--- src/rtl/vb_pkg.sv ---
package vb_pkg;

    localparam int VB_ADDR_W  = 28;
    localparam int VB_DATA_W  = 64;
    localparam int VB_ENTRIES = 4;

    typedef logic [VB_ADDR_W-1:0] baddr_t;
    typedef logic [VB_DATA_W-1:0] bdata_t;

    typedef struct packed {
        logic   valid;
        logic   dirty;
        baddr_t addr;
        bdata_t data;
    } vline_t;

    function automatic vline_t make_line(logic v, logic d, baddr_t a, bdata_t x);
        vline_t l;
        l.valid = v;
        l.dirty = d;
        l.addr  = a;
        l.data  = x;
        return l;
    endfunction

endpackage

--- src/rtl/vb_match.sv ---
module vb_match
    import vb_pkg::*;
#(
    parameter int N = VB_ENTRIES,
    localparam int IW = $clog2(N)
) (
    input  vline_t          slots [N],
    input  baddr_t          key,
    output logic [N-1:0]    hit_vec,
    output logic            hit,
    output logic [IW-1:0]   hit_idx
);

    for (genvar g = 0; g < N; g++) begin : g_cmp
        assign hit_vec[g] = slots[g].valid && (slots[g].addr == key);
    end

    always_comb begin
        hit     = |hit_vec;
        hit_idx = '0;
        for (int i = 0; i < N; i++) begin
            if (hit_vec[i]) hit_idx = IW'(i);
        end
    end

endmodule

--- src/rtl/vb_lru.sv ---
module vb_lru
    import vb_pkg::*;
#(
    parameter int N = VB_ENTRIES,
    localparam int IW = $clog2(N)
) (
    input  logic          clk,
    input  logic          rst,
    input  logic          touch,
    input  logic [IW-1:0] touch_idx,
    output logic [IW-1:0] lru_idx
);

    localparam logic [IW-1:0] OLDEST = IW'(N - 1);

    // age 0 = most recent; ages always form a permutation of 0..N-1
    logic [IW-1:0] age [N];

    always_ff @(posedge clk) begin
        if (rst) begin
            for (int i = 0; i < N; i++) age[i] <= IW'(i);
        end else if (touch) begin
            for (int i = 0; i < N; i++) begin
                if (IW'(i) == touch_idx)
                    age[i] <= '0;
                else if (age[i] < age[touch_idx])
                    age[i] <= age[i] + 1'b1;
            end
        end
    end

    always_comb begin
        lru_idx = '0;
        for (int i = 0; i < N; i++) begin
            if (age[i] == OLDEST) lru_idx = IW'(i);
        end
    end

endmodule

--- src/rtl/vb_fill_sel.sv ---
module vb_fill_sel
    import vb_pkg::*;
#(
    parameter int N = VB_ENTRIES,
    localparam int IW = $clog2(N)
) (
    input  logic [N-1:0]  valid_vec,
    input  logic [IW-1:0] lru_idx,
    output logic [IW-1:0] fill_idx,
    output logic          full
);

    always_comb begin
        full     = &valid_vec;
        fill_idx = lru_idx;
        for (int i = N - 1; i >= 0; i--) begin
            if (!valid_vec[i]) fill_idx = IW'(i);
        end
    end

endmodule

--- src/rtl/victim_buffer.sv ---
module victim_buffer
    import vb_pkg::*;
#(
    parameter int ENTRIES = VB_ENTRIES,
    localparam int IW = $clog2(ENTRIES)
) (
    input  logic                 clk,
    input  logic                 rst,
    input  logic                 ev_valid,
    input  logic [VB_ADDR_W-1:0] ev_addr,
    input  logic [VB_DATA_W-1:0] ev_data,
    input  logic                 ev_dirty,
    input  logic                 lk_valid,
    input  logic [VB_ADDR_W-1:0] lk_addr,
    input  logic                 lk_home_valid,
    input  logic [VB_ADDR_W-1:0] lk_home_addr,
    input  logic [VB_DATA_W-1:0] lk_home_data,
    input  logic                 lk_home_dirty,
    output logic                 rsp_valid,
    output logic                 rsp_hit,
    output logic [VB_ADDR_W-1:0] rsp_addr,
    output logic [VB_DATA_W-1:0] rsp_data,
    output logic                 rsp_dirty,
    output logic                 mreq_valid,
    output logic [VB_ADDR_W-1:0] mreq_addr,
    output logic                 wb_valid,
    output logic [VB_ADDR_W-1:0] wb_addr,
    output logic [VB_DATA_W-1:0] wb_data
);

    vline_t              slots [ENTRIES];
    logic [ENTRIES-1:0]  valid_vec;
    logic [ENTRIES-1:0]  hit_vec;
    logic                hit;
    logic [IW-1:0]       hit_idx;
    logic [IW-1:0]       lru_idx;
    logic [IW-1:0]       fill_idx;
    logic                full;
    logic                touch;
    logic [IW-1:0]       touch_idx;
    logic                take_evict;
    vline_t              outgoing;
    vline_t              home_line;
    vline_t              new_line;

    for (genvar g = 0; g < ENTRIES; g++) begin : g_vld
        assign valid_vec[g] = slots[g].valid;
    end

    vb_match #(.N(ENTRIES)) u_match (
        .slots   (slots),
        .key     (lk_addr),
        .hit_vec (hit_vec),
        .hit     (hit),
        .hit_idx (hit_idx)
    );

    vb_lru #(.N(ENTRIES)) u_lru (
        .clk       (clk),
        .rst       (rst),
        .touch     (touch),
        .touch_idx (touch_idx),
        .lru_idx   (lru_idx)
    );

    vb_fill_sel #(.N(ENTRIES)) u_fill (
        .valid_vec (valid_vec),
        .lru_idx   (lru_idx),
        .fill_idx  (fill_idx),
        .full      (full)
    );

    // lookups win the cycle; a concurrent eviction is not taken
    assign take_evict = ev_valid && !lk_valid;
    assign touch      = (lk_valid && hit && lk_home_valid) || take_evict;
    assign touch_idx  = (lk_valid && hit) ? hit_idx : fill_idx;
    assign outgoing   = slots[fill_idx];
    assign home_line  = make_line(lk_home_valid, lk_home_dirty, lk_home_addr, lk_home_data);
    assign new_line   = make_line(1'b1, ev_dirty, ev_addr, ev_data);

    always_ff @(posedge clk) begin
        if (rst) begin
            for (int i = 0; i < ENTRIES; i++) slots[i] <= '0;
            rsp_valid  <= 1'b0;
            rsp_hit    <= 1'b0;
            rsp_addr   <= '0;
            rsp_data   <= '0;
            rsp_dirty  <= 1'b0;
            mreq_valid <= 1'b0;
            mreq_addr  <= '0;
            wb_valid   <= 1'b0;
            wb_addr    <= '0;
            wb_data    <= '0;
        end else begin
            rsp_valid  <= 1'b0;
            mreq_valid <= 1'b0;
            wb_valid   <= 1'b0;
            if (lk_valid) begin
                rsp_valid <= 1'b1;
                rsp_addr  <= lk_addr;
                if (hit) begin
                    rsp_hit        <= 1'b1;
                    rsp_data       <= slots[hit_idx].data;
                    rsp_dirty      <= slots[hit_idx].dirty;
                    slots[hit_idx] <= home_line;
                end else begin
                    rsp_hit    <= 1'b0;
                    rsp_data   <= '0;
                    rsp_dirty  <= 1'b0;
                    mreq_valid <= 1'b1;
                    mreq_addr  <= lk_addr;
                end
            end else if (take_evict) begin
                slots[fill_idx] <= new_line;
                if (full && outgoing.dirty) begin
                    wb_valid <= 1'b1;
                    wb_addr  <= outgoing.addr;
                    wb_data  <= outgoing.data;
                end
            end
        end
    end

endmodule

--- config.mk ---
export PLATFORM = sky130hd
export DESIGN_NAME = victim_buffer
export DESIGN_NICKNAME = d
export VERILOG_FILES = /design/src/rtl/vb_pkg.sv /design/src/rtl/vb_match.sv /design/src/rtl/vb_lru.sv /design/src/rtl/vb_fill_sel.sv /design/src/rtl/victim_buffer.sv
export SDC_FILE = /design/constraint.sdc
export NUM_CORES = 2
export LEC_CHECK = 0
export BUFFER_PORTS_ARGS = -buffer_cell sky130_fd_sc_hd__buf_2
export CORE_UTILIZATION = 50
export DETAILED_ROUTE_END_ITERATION = 12
export GPL_TIMING_DRIVEN = 0
export PLACE_DENSITY = 0.74
export SYNTH_ARGS = -nofsm -noshare
export SYNTH_HDL_FRONTEND = slang
export SYNTH_SLANG_ARGS = --single-unit
--- constraint.sdc ---
create_clock -name clk -period 3.8 [get_ports clk]
set_input_delay 0.95 -clock clk [delete_from_list [all_inputs] [get_ports clk]]
set_output_delay 0.95 -clock clk [all_outputs]
set_load 0.05 [all_outputs]
==> results.py <==
metrics = {
    "status": {
        "status": "complete, but fails checks",
        "violations": "negative setup slack",
    },
    "clock_tree": {
        "cts.clk_slew.worst_paths_ns": 0.06,
        "cts_root_buf": "clkbuf_16",
        "cts_buffer_depth": 3,
        "cts_max_level": 3,
        "cts_buffers": 67,
        "clk_latency_ns": 0.63,
        "cts.sinks": 601,
        "cts_tree": "yes",
    },
    "global_routing": {
        "grt_max_degree": 15,
        "grt_first_pass_wirelength_um": 183000,
        "grt_pass1_vias": 30100,
        "grt_antenna_before_repair": 17,
        "grt.overflow.total": 0,
        "track_usage": 0.397,
    },
    "logic_synthesis": {
        "synth-xor-area-share": 0.0322,
        "syn_inst": 3755,
        "synth_cell_types": 64,
        "synth_top_area_frac": 0.401,
        "async_reset_ff_frac": 0,
        "synth_top_family_by_area": "compound AO/OA/AOI/OAI gates",
        "synth_top_area_cell": "dfxtp_1",
        "syn-cell-area_sq_um": 29600,
        "synthMuxAreaShare": 0.0318,
        "synth_compound_area_frac": 0.279,
        "synth-simple-area-share": 0.188,
        "yosys_warnings": 0,
        "yosys_most_used_dff": "dfxtp_1",
        "yosysSeqAreaShare": 0.409,
        "synthAdderAreaFrac": 0.00203,
        "ys_ff_latch": 601,
        "synth_area_leaders": "dfxtp_1, nor2_1, a21oi_1",
        "syn_avg_cell_area_sq_um": 7.89,
        "synth_edf_count": 8,
        "synth_fp_nets": 3977,
    },
    "sta": {
        "layout_setup_ws_ns": -0.00220,
        "fin_crit_ns": 3.80,
        "slew_headroom": 0.0644,
        "worst_pin_slew_ns": 1.40,
        "finalHoldViolCount": 0,
        "finalClockSkew_ns": 0.0340,
        "setup_violations": 1,
        "post-route-period-util": 1.00,
        "finalMaxSlewViolations": 0,
        "rsz0062_at_grt": "yes",
        "max_freq_mhz": 263,
    },
    "routing": {
        "wl_um": 124000,
        "drt_iter0_drc": 4387,
        "antenna_left": 0,
        "dr.pass1.iters": 6,
        "drc": 0,
        "via_per_inst": 6.42,
        "drt-wirelength-per-cell_um": 24.5,
        "num_vias": 32500,
    },
    "power": {
        "pwr-share-comb": 0.111,
        "ir_drop_mv": 0.322,
        "p_leak_nw": 13.3,
        "fin_total_pwr_mw": 15.3,
        "swShare": 0.267,
        "internal_power_mw": 11.2,
        "p_sw_mw": 4.07,
        "p_clk_frac": 0.458,
        "powerDensity_nw_per_um2": 432,
        "sequentialPowerShare": 0.431,
    },
    "floorplan": {
        "die_h_um": 245,
        "rows": 88,
        "io_pins": 436,
        "die_w_um": 245,
        "die_area_sq_um": 60200,
        "coreArea_sq_um": 58100,
        "start_util": 0.509,
    },
    "setup_path": {
        "cp_common_cell": "nand4_1",
        "required_ns": 4.32,
        "critPathMaxStageDelay_ns": 0.59,
        "crit_chain": "buf_2 -> xnor2_1 -> nand4_1 -> nor4_1 -> nand4_1 -> buf_4 -> nor2_1 -> clkbuf_2 -> buf_1 -> a22oi_1 -> a21oi_1",
        "worstSetupPathType": "input port to register",
        "crit_fanout": 10,
        "critPathArrivalTime_ns": 4.33,
        "cp_slowest_cell": "clkbuf_2",
        "cp-end-kind": "register",
        "start_kind": "input port",
        "critical_path.top_delay_family": "buffers and inverters",
        "critPathBufInv": 4,
    },
    "finish": {
        "final_layout_size_suffix_gt1_frac": 0.161,
        "final_core_util": 0.607,
        "final_cells": 5059,
        "final_nets": 4454,
        "fillers": 5532,
        "layout_commonest_cell": "nor2_1",
        "final_cell_mix": "nor2_1, dfxtp_1, buf_2, a21oi_1, nand2_1",
        "synthToLayoutAreaGrowth_pct": 19.2,
    },
    "run": {
        "maxCapViolCount": 0,
    },
    "placement": {
        "place_ws_ns": -1.12,
        "portBuffers": 406,
        "dp_hpwl_um": 89500,
        "globalplace.congestion": 1.03,
        "dpl.cell_count": 4926,
    },
    "min_path": {
        "hp-class": "register to register",
    },
}
power groups by stage:
stage / Combinational, mW / Clock, mW / Sequential (mW)
6_report: 1.69 / 6.98 / 6.58
5_1_grt: 1.78 / 7.22 / 6.59
4_1_cts: 1.62 / 6.97 / 6.57
3_5_place_dp: 1.60 / 0 / 6.71
3_3_place_gp: 1.60 / 0 / 6.71
2_1_floorplan: 0.856 / 0 / 6.80
worst reg2reg max path, delay by kind of cell, from the launching register on:
family                     cells  cell delay [ns]
DFF                            1             0.51
buffers and inverters          2             1.54
AOI/OAI and AO/OA              3             0.98
and+or+nand+nor                3             0.40
adders and majority gates      1             0.26
worst paths after layout:
check	startpoint	endpoint	slack (ns)	cells after the start
setup / recovery	lk_addr[0]	slots[51]$_SDFFE_PP0P_	-0.002	11
hold reg to reg	mreq_addr[25]$_SDFFE_PP0P_	mreq_addr[25]$_SDFFE_PP0P_	0.45	2
hold / removal	mreq_addr[25]$_SDFFE_PP0P_	mreq_addr[25]$_SDFFE_PP0P_	0.45	2
setup reg to reg	u_lru.age[3][1]$_DFFE_PP_	wb_addr[7]$_SDFFE_PP0P_	0.05	9
repair_timing:
item | in CTS | in global routing
resized for setup | 42 | 68
setup buffers | 2 | 1
hold endpoints to repair | 0 | 0
pin swaps | 1 | 2
endpoints found under the setup margin | 476 | 420
hold buffers | 0 | 0
synthesized netlist by cell type, drive strengths merged, types with 5 or more instances:
master / number
mux2i: 94
clkbuf: 301
a21oi: 444
buf: 92
xor2: 15
nor2b: 94
nor4: 11
nor3: 102
a221oi: 95
xnor2: 94
a211oi: 254
nand3: 7
nor2: 713
a22oi: 282
nand4: 34
dfxtp: 593
a211o: 5
inv: 9
edfxtp: 8
o21ai: 13
nand2: 348
a311oi: 92
registers in the layout, indices dropped and copies added, names as in the netlist:
signal      count
rsp_dirty       1
rsp_data       64
mreq_addr      28
mreq_valid      1
rsp_valid       1
rsp_hit         1
wb_data        64
u_lru.age       8
rsp_addr       28
wb_addr        28
slots         376
wb_valid        1
routing by layer:
layer | vias to the layer above | GRT usage | share of wire
met5 | - | 0 | 0.00086
met4 | 12 | 0.235 | 0.061
met3 | 470 | 0.0868 | 0.12
met2 | 2237 | 0.597 | 0.43
met1 | 15300 | 0.521 | 0.39
li1 | 14500 | - | -
area by class of cell:
cell class,instances,area [sq um],area share
inverters,10,37.5,0.00106
clock inverters,23,274,0.00776
multi-input cells,2751,16000,0.454
flip-flops and latches,601,12100,0.343
plain buffers,392,1740,0.0492
repair buffers,409,2050,0.0582
clock buffers,97,2070,0.0586
well taps,765,957,0.0271
diodes,11,27.5,0.000780
stage by stage:
stage               setup TNS [ns]  area [sq um]  hold slack (ns)
global placement           -405.44         32600            0.439
global route               -0.0548         35300            0.471
floorplan                        0         29600            0.450
detailed placement         -401.45         32600            0.443
finish                    -0.00220         35300            0.452
CTS                              0         35100            0.452
cell families after synthesis:
logic type                 count (synthesis)
buffers and inverters                    403
and+or+nand+nor                         1331
AOI/OAI and AO/OA                       1212
DFF                                      601
muxes                                     94
adders and majority gates                  5
xor gates and xnor gates                 109
Power figures use the tool's default switching activity.
